`config.mk`:
```
export PLATFORM = sky130hd
export DESIGN_NAME = counter_chain
export DESIGN_NICKNAME = d
export VERILOG_FILES = /design/src/rtl/cnt_pkg.sv /design/src/rtl/cnt_slice_ctrl.sv /design/src/rtl/cnt_slice.sv /design/src/rtl/counter_chain.sv
export SDC_FILE = /design/constraint.sdc
export NUM_CORES = 1
export LEC_CHECK = 0
export CAP_MARGIN = 0
export CORE_MARGIN = 4
export CORE_UTILIZATION = 36
export DETAILED_ROUTE_END_ITERATION = 16
export DONT_BUFFER_PORTS = 1
export GPL_ROUTABILITY_DRIVEN = 0
export GPL_TIMING_DRIVEN = 0
export PLACE_DENSITY = 0.51
export SKIP_LAST_GASP = 1
export SYNTH_ARGS = -nofsm -noshare
export SYNTH_HDL_FRONTEND = slang
export SYNTH_SLANG_ARGS = --single-unit
```
`constraint.sdc`:
```
create_clock -name clk -period 1.8 [get_ports clk]
set_clock_uncertainty 0.2 [all_clocks]
set_input_delay 0.18 -clock clk [delete_from_list [all_inputs] [get_ports clk]]
set_output_delay 0.18 -clock clk [all_outputs]
set_load 0.05 [all_outputs]
```
`src/rtl/cnt_pkg.sv`:
```
// Shared types for the counter chain.
// Assumes: nothing beyond IEEE 1800-2017.
package cnt_pkg;

    // Operation one slice performs on the next clock edge.
    typedef enum logic [1:0] {
        OP_HOLD  = 2'd0,
        OP_COUNT = 2'd1,
        OP_LOAD  = 2'd2,
        OP_CLEAR = 2'd3
    } slice_op_e;

endpackage

```
`src/rtl/cnt_slice_ctrl.sv`:
```
// Control decode for one counter slice.
// Picks the edge operation by fixed priority: clear, then load, then count.
// Counting needs both enables. Otherwise the slice holds.
// Assumes: all inputs are synchronous to the slice clock.
module cnt_slice_ctrl
    import cnt_pkg::*;
(
    input  logic      clear_n,
    input  logic      load_n,
    input  logic      en_p,
    input  logic      en_t,
    output slice_op_e op
);

    // Priority decode of the control pins.
    always_comb begin
        if (!clear_n) begin
            op = OP_CLEAR;
        end else if (!load_n) begin
            op = OP_LOAD;
        end else if (en_p && en_t) begin
            op = OP_COUNT;
        end else begin
            op = OP_HOLD;
        end
    end

endmodule

```
`src/rtl/cnt_slice.sv`:
```
// One synchronous binary counter slice of parameterised width.
// State changes only on the rising clock edge. Clear acts as the synchronous
// active-low reset. The carry output is high when the slice is all ones and
// the carry-path enable is high, so slices can be chained.
// Assumes: clear_n is driven low for at least one edge before q is used.
module cnt_slice
    import cnt_pkg::*;
#(
    parameter int WIDTH = 4
) (
    input  logic             clk,
    input  logic             clear_n,
    input  logic             load_n,
    input  logic             en_p,
    input  logic             en_t,
    input  logic [WIDTH-1:0] d,
    output logic [WIDTH-1:0] q,
    output logic             rco
);

    localparam logic [WIDTH-1:0] ONE = {{(WIDTH-1){1'b0}}, 1'b1};

    slice_op_e        op;
    logic [WIDTH-1:0] q_nxt;

    cnt_slice_ctrl u_ctrl (
        .clear_n (clear_n),
        .load_n  (load_n),
        .en_p    (en_p),
        .en_t    (en_t),
        .op      (op)
    );

    // Next-state selection for the chosen operation.
    always_comb begin
        unique case (op)
            OP_CLEAR: q_nxt = '0;
            OP_LOAD:  q_nxt = d;
            OP_COUNT: q_nxt = q + ONE;
            default:  q_nxt = q;
        endcase
    end

    // State register, all bits on one common edge.
    always_ff @(posedge clk) begin
        q <= q_nxt;
    end

    // Carry: terminal count, gated by the carry-path enable.
    always_comb begin
        rco = en_t && (&q);
    end

endmodule

```
`src/rtl/counter_chain.sv`:
```
// Chain of counter slices that forms a wider synchronous counter.
// Clear and load fan out to every slice. The master enable feeds both enables
// of slice 0. The carry of each slice feeds both enables of the next slice.
// The carry of the last slice is the chain carry output.
// Assumes: data_in is stable around the clock edge when load is used.
module counter_chain #(
    parameter int SLICE_W    = 4,
    parameter int NUM_SLICES = 2,
    localparam int TOTAL_W   = SLICE_W * NUM_SLICES
) (
    input  logic               clk,
    input  logic               clear_n,
    input  logic               load_n,
    input  logic               cnt_en,
    input  logic [TOTAL_W-1:0] data_in,
    output logic [TOTAL_W-1:0] q,
    output logic               carry_out
);

    // ent_chain[i] is the enable into slice i; ent_chain[i+1] is its carry.
    logic [NUM_SLICES:0] ent_chain;

    assign ent_chain[0] = cnt_en;

    for (genvar i = 0; i < NUM_SLICES; i++) begin : g_slice
        cnt_slice #(
            .WIDTH (SLICE_W)
        ) u_slice (
            .clk     (clk),
            .clear_n (clear_n),
            .load_n  (load_n),
            .en_p    (ent_chain[i]),
            .en_t    (ent_chain[i]),
            .d       (data_in[i*SLICE_W +: SLICE_W]),
            .q       (q[i*SLICE_W +: SLICE_W]),
            .rco     (ent_chain[i+1])
        );
    end

    assign carry_out = ent_chain[NUM_SLICES];

endmodule

```
==> impl_metrics.toml <==
[status]
status = "finished, violations left"
violations = "negative setup slack"

[routing]
drt_iter0_markers = 9
firstDrtPassIters = 4
wire_per_inst_um = 16.70
routed_wl_mm = 1.269
vias = 423
drtAntennaViolNets = 0
drt-vias-per-instance = 5.566
drc = 0

[logic_synthesis]
synth_top_area_cell = "edfxtp_1"
synthDistinctLibCells = 23
syn_nets = 63
avgSynthCellArea_um2 = 10.80
seq_area_frac_synth_pct = 45.39
syn_inst = 49
synth_warnings = 0
netlist_area_um2 = 529.3
synth.top_cell.area_share_pct = 45.39
synth_seq_cells = 8
ys_top_cells_by_area = "edfxtp_1 45%, nand3_1 6.6%, xor2_1 5.0%"

[floorplan]
start_util_pct = 39.20
io_pins = 21
std_cell_rows = 13
dieHeight_um = 46.34
dieArea_mm2 = 0.002147
fp.dieW_um = 46.34
core_mm2 = 0.001350

[clock_tree]
clk_latency_ns = 0.26
cts_tree = "built"
clkSinkCount = 8
root_buffer = "clkbuf_4"
clk_path_buf_depth = 2
cts_buffers = 3
htree_levels = 1
clkTransAtPathRegs_ns = 0.06

[hold_path]
hold_path.class = "input port to register"
min_to = "g_slice[0].u_slice.q[1]"
whs_path_depth = 2
min-delay-start = "cnt_en"

[power]
ir_drop_mv = 0.3112
leakage_nw = 0.2554
power_density_mw_per_mm2 = 698.1
total_power_w = 0.0004944

[place]
hpwl_um = 920.8
numPlacedInstances = 64
io_buffers = 0

[finish]
largest_register_ff_count = 8
final_nets = 77
top_regs = "g_slice.u_slice.q (8)"
drive_gt1_share_pct = 29.51
area_growth_pct = 33.81
layout.cells.non_filler = 76
n_antenna_cell = 0
largest-register = "g_slice.u_slice.q"

[sta]
rsz0062_at_grt = "true"
setup_viol = 10
finalCritPeriodShare_pct = 115.2
hold_viol_final = 0
postLayoutSetupSlackWorst_ns = -0.2729
fin_crit_ns = 2.073
fmax_mhz = 482.4
drv_slew = 0
whs_ns = 0.01455
slew_headroom_pct = 58.25
tightest_slew_ns = 0.6263

[critical_path]
crit_path_start_kind = "register"
cp_cell_sequence = "ha_2 -> nand3_2 -> nor2_4"
cp-end-kind = "output port"
worstPathArrival_ns = 1.69
cpMaxStageDelayCell = "edfxtp_1"
critPathMaxFanout = 4
worstPathRequired_ns = 1.42
cp_top_family = "flip-flops"
reg2reg_slack_ns = -0.21
rr_startpoint = "g_slice[0].u_slice.q[0]"
worst-path-buf-inv = 0
reg2reg_depth = 6
setup.worst_path.class = "register to output port"
r2r-end = "g_slice[1].u_slice.q[0]"
slowest_delay_ns = 0.72

[global_routing]
grt_overflow = 0
grt_pass1_vias = 446
track_usage_pct = 13.32
grt_pass1_wl_mm = 1.945
grt_max_degree = 11
antenna_found_initial = 0

[flow_run]
drv_cap = 0
==> what timing repair did <==
item	4_1_cts	5_1_grt
pin swaps	5	6
setup buffers	3	2
resized for setup	5	3
hold buffers	5	0
endpoints found under the hold margin	5	0
setup endpoints to repair	8	10
==> worst max-delay path by stage <==
stage | end | start | cells past startpoint
finish | carry_out | g_slice[1].u_slice.q[0] | 3
global route | carry_out | g_slice[1].u_slice.q[0] | 3
CTS | carry_out | g_slice[1].u_slice.q[0] | 3
detailed placement | g_slice[1].u_slice.q[2] | g_slice[0].u_slice.q[0] | 3
global placement | g_slice[1].u_slice.q[0] | g_slice[0].u_slice.q[0] | 3
floorplan | g_slice[1].u_slice.q[0] | g_slice[0].u_slice.q[0] | 3
==> metrics by stage <==
stage / utilization, % / area [um2] / setup TNS, ns / worst slack (ns)
after detailed placement: 42.08 / 568.0 / -0.6316 / -0.1194
after floorplan: - / 549.3 / -0.02266 / -0.005353
after global placement: 42.08 / 568.0 / -0.4692 / -0.09025
after CTS: 50.88 / 686.9 / -1.033 / -0.3314
final: 52.46 / 708.2 / -1.719 / -0.2729
after global routing: 52.46 / 708.2 / -2.200 / -0.3125
==> synth_stat cells <==
library cell,count
nor3b_2,2
or2_1,1
o31ai_1,1
a21boi_1,1
o22ai_1,1
buf_4,1
clkbuf_1,1
edfxtp_1,8
nand2b_1,3
nand3b_1,1
xor2_1,3
and2_1,1
xnor2_1,1
o21ai_0,1
o21a_1,2
ha_1,2
nand4_4,1
nor2_1,1
inv_1,1
nand2_1,4
a21boi_0,2
nor2b_1,3
nand3_1,7
==> report_power, final <==
group / switching [W] / total [W] / internal, W
Sequential: 0.0000679 / 0.000290 / 0.000222
Clock: 0.0000643 / 0.000141 / 0.0000765
Combinational: 0.0000280 / 0.0000638 / 0.0000357
==> routing by layer <==
metal	global-route usage [%]	wire, um
met1	15.60	508
met3	3.906	124
met2	21.15	635
met5	0	0
met4	7.955	0
==> cell type report <==
| class | count | area, um2 |
|---|---|---|
| Sequential cell | 8 | 240.2 |
| Inverter | 1 | 3.754 |
| Timing Repair Buffer | 9 | 83.83 |
| Buffer | 2 | 11.26 |
| Multi-Input combinational cell | 38 | 327.8 |
| Clock buffer | 3 | 22.52 |
| Tap cell | 15 | 18.77 |
| Fill cell | 118 | 641.9 |
==> kinds of logic (layout without fill, tap and decap cells) <==
logic type | count (synthesis) | after routing | share of synthesized area, %
fa+ha+maj | 2 | 2 | 4.727
xor+xnor | 4 | 4 | 6.621
simple gates | 24 | 24 | 29.79
buf+inv | 3 | 15 | 2.836
compound gates | 8 | 8 | 10.64
flops | 8 | 8 | 45.39
==> cell usage in the layout, fill, tap and decap left out, drive strengths merged, types with 3 or more instances in the layout <==
master	instances
a21boi	3
nand3	7
xor2	3
edfxtp	8
buf	5
dlygate4sd3	5
clkbuf	4
nand2b	3
nand2	4
nor2b	3
Power figures use the tool's default switching activity.
